### src/rtl/lbr_pkg.sv
package lbr_pkg;

    typedef enum logic [2:0] {
        S_HUNT, S_CTRL, S_LENH, S_LENL, S_INFO, S_FCSL, S_FCSH
    } rx_state_t;

    localparam logic [1:0] K_INFO = 2'd0;
    localparam logic [1:0] K_RACK = 2'd1;
    localparam logic [1:0] K_SUP  = 2'd2;
    localparam logic [1:0] K_NONE = 2'd3;

    localparam logic [2:0] E_NONE = 3'd0;
    localparam logic [2:0] E_ADDR = 3'd1;
    localparam logic [2:0] E_LEN  = 3'd2;
    localparam logic [2:0] E_CTRL = 3'd3;
    localparam logic [2:0] E_FCS  = 3'd4;

    localparam logic [15:0] FCS_SEED = 16'hFFFF;
    localparam logic [15:0] FCS_POLY = 16'h8408;

    localparam int NUM_SCODES = 7;
    localparam logic [4:0] SCODE_LIST [NUM_SCODES] =
        '{5'h00, 5'h01, 5'h02, 5'h03, 5'h04, 5'h06, 5'h0F};

endpackage

### src/rtl/lbr_ctrl_decode.sv
module lbr_ctrl_decode
    import lbr_pkg::*;
(
    input  logic [7:0] pcb,
    output logic [1:0] kind,
    output logic       seq,
    output logic       more,
    output logic [1:0] rcode,
    output logic [4:0] scode,
    output logic       sresp,
    output logic       bad
);
    logic [NUM_SCODES-1:0] hit;

    genvar g;
    generate
        for (g = 0; g < NUM_SCODES; g++) begin : g_scode
            assign hit[g] = (pcb[4:0] == SCODE_LIST[g]);
        end
    endgenerate

    always_comb begin
        kind  = K_NONE;
        seq   = 1'b0;
        more  = 1'b0;
        rcode = 2'd0;
        scode = 5'd0;
        sresp = 1'b0;
        bad   = 1'b0;
        if (!pcb[7]) begin
            kind = K_INFO;
            seq  = pcb[6];
            more = pcb[5];
        end else if (pcb[6:5] == 2'b00) begin
            kind  = K_RACK;
            seq   = pcb[4];
            rcode = pcb[1:0];
            bad   = (pcb[1:0] == 2'd3) || (pcb[3:2] != 2'd0);
        end else if (pcb[6]) begin
            kind  = K_SUP;
            sresp = pcb[5];
            scode = pcb[4:0];
            bad   = ~|hit;
        end else begin
            kind = K_NONE;
            bad  = 1'b1;
        end
    end
endmodule

### config.mk
export PLATFORM = sky130hd
export DESIGN_NAME = lbr_ctrl_decode
export DESIGN_NICKNAME = d
export VERILOG_FILES = /design/src/rtl/lbr_pkg.sv /design/src/rtl/lbr_ctrl_decode.sv
export SDC_FILE = /design/constraint.sdc
export NUM_CORES = 1
export LEC_CHECK = 0
export BUFFER_PORTS_ARGS = -buffer_cell sky130_fd_sc_hd__buf_2
export CAP_MARGIN = 25
export CELL_PAD_IN_SITES_DETAIL_PLACEMENT = 1
export CELL_PAD_IN_SITES_GLOBAL_PLACEMENT = 1
export CORE_AREA = 2 2 39 41
export DETAILED_ROUTE_END_ITERATION = 10
export DIE_AREA = 0 0 41 43
export PLACE_DENSITY_LB_ADDON = 0.1
export RECOVER_POWER = 25
export SYNTH_ARGS = -nofsm -noshare
export SYNTH_HDL_FRONTEND = slang
export SYNTH_SLANG_ARGS = --single-unit
export TNS_END_PERCENT = 20
### constraint.sdc
create_clock -name vclk -period 1
set_input_delay 0.2 -clock vclk [all_inputs]
set_output_delay 0.2 -clock vclk [all_outputs]
set_load 0.02 [all_outputs]
==> flow_summary.json, run 1 <==
{
  "routed_wl_um": 711,
  "start_util_pct": 10.0,
  "diodes": 0,
  "synth_top_area_share_pct": 27.0,
  "status": "finished with violations",
  "holdBufCountCts": 0,
  "nets": 60,
  "pre_cts_slack_ns": -0.154,
  "crit_path_end_kind": "primary output",
  "grt_pass1_vias": 242,
  "routabilityCongestion": 0.649,
  "firstDrtPassIters": 1,
  "num_vias": 277,
  "rsz0062_at_grt": "true",
  "die_h_um": 43,
  "synth-seq-area-share_pct": 0,
  "arrival_ns": 0.87,
  "place.detailed.hpwl_um": 594,
  "antenna_found_initial": 0,
  "fin_hold_ws_ns": 0.768,
  "static-leakage-power_nw": 0.230,
  "synth_area_leaders": "and3_1 (27%), nor2b_1 (14%), and3b_1 (13%)",
  "cp_max_fo": 2,
  "slew_violations": 0,
  "min_period_ns": 1.07,
  "slew_headroom_pct": 83.1,
  "grt_usage_pct": 8.29,
  "seq_cells": 0,
  "via_per_inst": 4.20,
  "grt_max_degree": 8,
  "drtIter0Drc": 0,
  "drc": 0,
  "synth_fp_nets": 30,
  "drtAntennaViolNets": 0,
  "drive_above_1_share_pct": 64.0,
  "cp-start-kind": "input port",
  "yosys.area.top_type": "and3_1",
  "wl_per_cell_um": 10.8,
  "period_share_pct": 107,
  "setup_viol": 5,
  "setup_slack_ns": -0.0717,
  "path_class": "in -> out",
  "nClkBuffers": 0,
  "core_area_um2": 1380,
  "worstPathRequired_ns": 0.80,
  "dieArea_um2": 1760,
  "syn2layout_area_growth_pct": 197,
  "synth_cell_types": 12,
  "finalHoldViolations": 0,
  "max_cap_viol_count": 0,
  "syn_inst": 22,
  "fmax_mhz": 933,
  "die_w_um": 41,
  "portBuffers": 21,
  "ios": 21,
  "worst_pin_slew_ns": 0.254,
  "violations": "setup timing",
  "ys.warnings.count": 0,
  "num_rows": 14,
  "power.density_nw_per_um2": 450,
  "hold_path.class": "in -> out",
  "grt_pass1_wl_mm": 1.08,
  "ir_drop_v": 0.000113,
  "synth_area_um2": 139,
  "overflow": 0,
  "synth_area_per_cell_um2": 6.31,
  "seqCellArea_um2": 0
}
-- layer usage --
layer | up-vias | global-route usage [%] | share of wire (%)
met2 | 16 | 12.2 | 45
met1 | 120 | 13.9 | 45
met4 | 0 | 0 | 0
li1 | 141 | - | -
met5 | - | 0 | 0
met3 | 0 | 0 | 9.4
-- placed cells by master, fill, tap and decap left out, drive strengths merged --
cell type,n
nor2b,3
nand3,2
o21ai,3
and3b,2
inv,1
clkbuf,2
a21o,1
nand4,1
a2111oi,1
and3,6
buf,27
nor2,1
-- synth_stat cells, drive strengths merged --
cell	n
nor2b	3
o21ai	3
clkbuf	1
nand3	2
inv	1
a21o	1
and3b	2
nand4	1
and3	6
a2111oi	1
nor2	1
-- cells by family after synthesis --
| family | synth area share (%) |
|---|---|
| buffers and inverters | 5.40 |
| and+or+nand+nor | 67.6 |
| AOI/OAI and AO/OA | 27.0 |
-- cell type report --
cell class	instances	area, um^2
Fill cell	177	971
Inverter	1	3.75
Multi-Input combinational cell	20	159
Tap cell	16	20.0
Timing Repair Buffer	29	230
-- per-stage QoR --
stage / TNS [ns] / cells / total power, mW / instance area [um^2] / util [%]
5_1_grt: -0.396 / 66 / 0.202 / 413 / 29.8
3_5_place_dp: -0.577 / 65 / 0.146 / 315 / 22.8
6_report: -0.213 / 66 / 0.186 / 413 / 29.8
3_3_place_gp: -0.477 / 65 / 0.143 / 315 / 22.8
2_1_floorplan: -0.0435 / 22 / 0.0651 / 141 / -
4_1_cts: -0.194 / 65 / 0.171 / 373 / 26.9
-- critical path: stages --
cell and delay (ns):
buf_8 0.10, a2111oi_4 0.32, o21ai_1 0.09, buf_4 0.16
-- report_power, final --
group	total [mW]	switching, mW	internal [mW]	leakage (nW)
Clock	0	0	0	0
Combinational	0.186	0.0896	0.0961	0.230
Sequential	0	0	0	0
Total	0.186	0.0896	0.0961	0.230
-- final timing paths --
check	slack (ns)	end	startpoint	cells after the start
worst min-delay path	0.77	sresp	pcb[6]	3
worst max-delay path	-0.07	bad	pcb[1]	4
-- what timing repair did --
action | 4_1_cts | 5_1_grt
gates cloned | 0 | 0
gates resized for setup | 14 | 11
setup buffers | 0 | 1
setup endpoints to repair | 8 | 11
hold endpoints to repair | 0 | 0
pin swaps | 5 | 1
No activity file was read; power rests on OpenSTA's default activity.
==> inputs of run 2 (changes only) <==
--- a/config.mk
+++ b/config.mk
@@ -5,6 +5,7 @@
 export SDC_FILE = /design/constraint.sdc
 export NUM_CORES = 1
 export LEC_CHECK = 0
+export ABC_AREA = 1
 export BUFFER_PORTS_ARGS = -buffer_cell sky130_fd_sc_hd__buf_2
 export CAP_MARGIN = 25
 export CELL_PAD_IN_SITES_DETAIL_PLACEMENT = 1
==> flow_summary.json, run 2 <==
{
  "place.detailed.hpwl_um": 540,
  "synthTopCellsByCount": "nor2_1 (11), nand2_1 (8), inv_1 (7)",
  "die_w_um": 41,
  "rsz0062_at_grt": "true",
  "synth_area_per_cell_um2": 4.46,
  "cp_slowest_cell": "o21ai_2",
  "layout_commonest_cell": "buf_2",
  "core_area_um2": 1380,
  "ios": 21,
  "synth_cell_types": 9,
  "finalHoldViolations": 0,
  "cp-start-kind": "input port",
  "portBuffers": 21,
  "num_rows": 14,
  "setup_viol": 0,
  "seqCellArea_um2": 0,
  "synth_area_leaders": "nor2_1 (29%), nand2_1 (21%), inv_1 (18%)",
  "nets": 69,
  "routed_wl_um": 618,
  "synth_top_area_share_pct": 28.9,
  "grt_pass1_wl_um": 966,
  "num_vias": 272,
  "hold_path.class": "in -> out",
  "die_h_um": 43,
  "period_share_pct": 99.6,
  "drive_above_1_share_pct": 59.3,
  "drtAntennaViolNets": 0,
  "start_util_pct": 10.3,
  "nClkBuffers": 0,
  "dieArea_um2": 1760,
  "seq_cells": 0,
  "routabilityCongestion": 0.570,
  "syn_inst": 32,
  "wl_per_cell_um": 8.24,
  "yosys.area.top_type": "nor2_1",
  "slew_headroom_pct": 83.6,
  "ys.warnings.count": 0,
  "synth-seq-area-share_pct": 0,
  "via_per_inst": 3.63,
  "syn2layout_area_growth_pct": 151,
  "synth_area_um2": 143,
  "fmax_mhz": 1000,
  "path_cells": "buf_8 > nor2_4 > nand2_2 > o21ai_2 > buf_6",
  "max_cap_viol_count": 0,
  "static-leakage-power_nw": 0.225,
  "arrival_ns": 0.80,
  "cp_max_fo": 4,
  "diodes": 0,
  "min_period_ns": 0.996,
  "grt_pass1_vias": 234,
  "fillCellCount": 192,
  "yosysMostFrequentCell": "nor2_1",
  "drc": 0,
  "overflow": 0,
  "holdBufCountCts": 0,
  "antenna_found_initial": 0,
  "path_class": "in -> out",
  "cp-startpoint": "pcb[6]",
  "fin_hold_ws_ns": 0.733,
  "fin_tns_setup_ns": 0,
  "critical_path.top_delay_family": "buffers and inverters",
  "grt_usage_pct": 7.39,
  "path_buf_inv": 2,
  "slew_violations": 0,
  "crit_path_end_kind": "primary output",
  "ir_drop_v": 0.000104,
  "status": "finished clean",
  "worstPathRequired_ns": 0.80,
  "layout_common_cells": "buf_2 (14), nor2_1 (11), buf_4 (9)",
  "grt_max_degree": 7,
  "synth_fp_nets": 40,
  "cp_slowest_stage_delay_ns": 0.15,
  "firstDrtPassIters": 1,
  "drtIter0Drc": 0,
  "worst_pin_slew_ns": 0.246,
  "power.density_nw_per_um2": 452,
  "crit_cells": 5,
  "cp-endpoint": "seq"
}
-- run 2: cell types whose count changed in the layout (fill, tap and decap cells not counted), moves of 3 or more --
cell / previous run / this run
buf_2: 9 / 14
inv_1: 1 / 7
and3_1: 5 / 0
buf_6: 5 / 2
nand2_2: 0 / 4
nor2_1: 0 / 11
nand2_1: 0 / 5
-- run 2: final cells by class --
| cell class | instances | area, um^2 | area share [%] |
|---|---|---|---|
| tap | 16 | 20.0 | 5.59 |
| inverter | 7 | 26.3 | 7.34 |
| timing repair buffer | 27 | 179 | 50.0 |
| multi-input combinational | 25 | 133 | 37.1 |
-- run 2: repair_timing --
item,4_1_cts,5_1_grt
endpoints found under the setup margin,7,8
resized for setup,7,10
buffers inserted,0,1
gates cloned,0,0
pin swaps,1,2
-- run 2: routing by layer --
metal / up-vias / GRT usage, % / share of wire, %
met4: 0 / 0 / 0
met3: 0 / 0 / 10
met1: 109 / 11.4 / 48
li1: 149 / - / -
met5: - / 0 / 0
met2: 14 / 11.9 / 42
-- run 2: report_power, final --
group	switching (mW)	internal (mW)	leakage, nW
Clock	0	0	0
Combinational	0.0899	0.0717	0.225
Sequential	0	0	0
Total	0.0899	0.0717	0.225
-- run 2: how the worst min path moves through the flow --
stage                 from       to  slack (ns)  depth (start not counted)
finish              pcb[7]     more        0.73                          3
global route        pcb[7]     more        0.75                          3
CTS                 pcb[7]     more        0.72                          3
detailed placement  pcb[7]     more        0.71                          3
global placement    pcb[7]     more        0.71                          3
floorplan           pcb[6]  kind[0]        0.48                          1
-- run 2: metrics by stage --
| stage | std cells | cell area, um^2 | worst slack [ns] | utilization (%) | total power [mW] |
|---|---|---|---|---|---|
| final | 75 | 358 | 0.00351 | 25.9 | 0.162 |
| after global routing | 75 | 358 | -0.0343 | 25.9 | 0.177 |
| after CTS | 74 | 323 | -0.0144 | 23.3 | 0.149 |
| after detailed placement | 74 | 305 | -0.0920 | 22.1 | 0.140 |
| after global placement | 74 | 305 | -0.0923 | 22.1 | 0.140 |
| after floorplan | 32 | 143 | 0.0815 | - | 0.0724 |
-- run 2: kinds of logic (layout without fill, tap and decap cells) --
kind of cell	count (synthesis)	after routing	share of synthesized area [%]
AO/OA/AOI/OAI	3	3	15.8
buffers and inverters	7	34	18.4
AND/OR/NAND/NOR	22	22	65.8
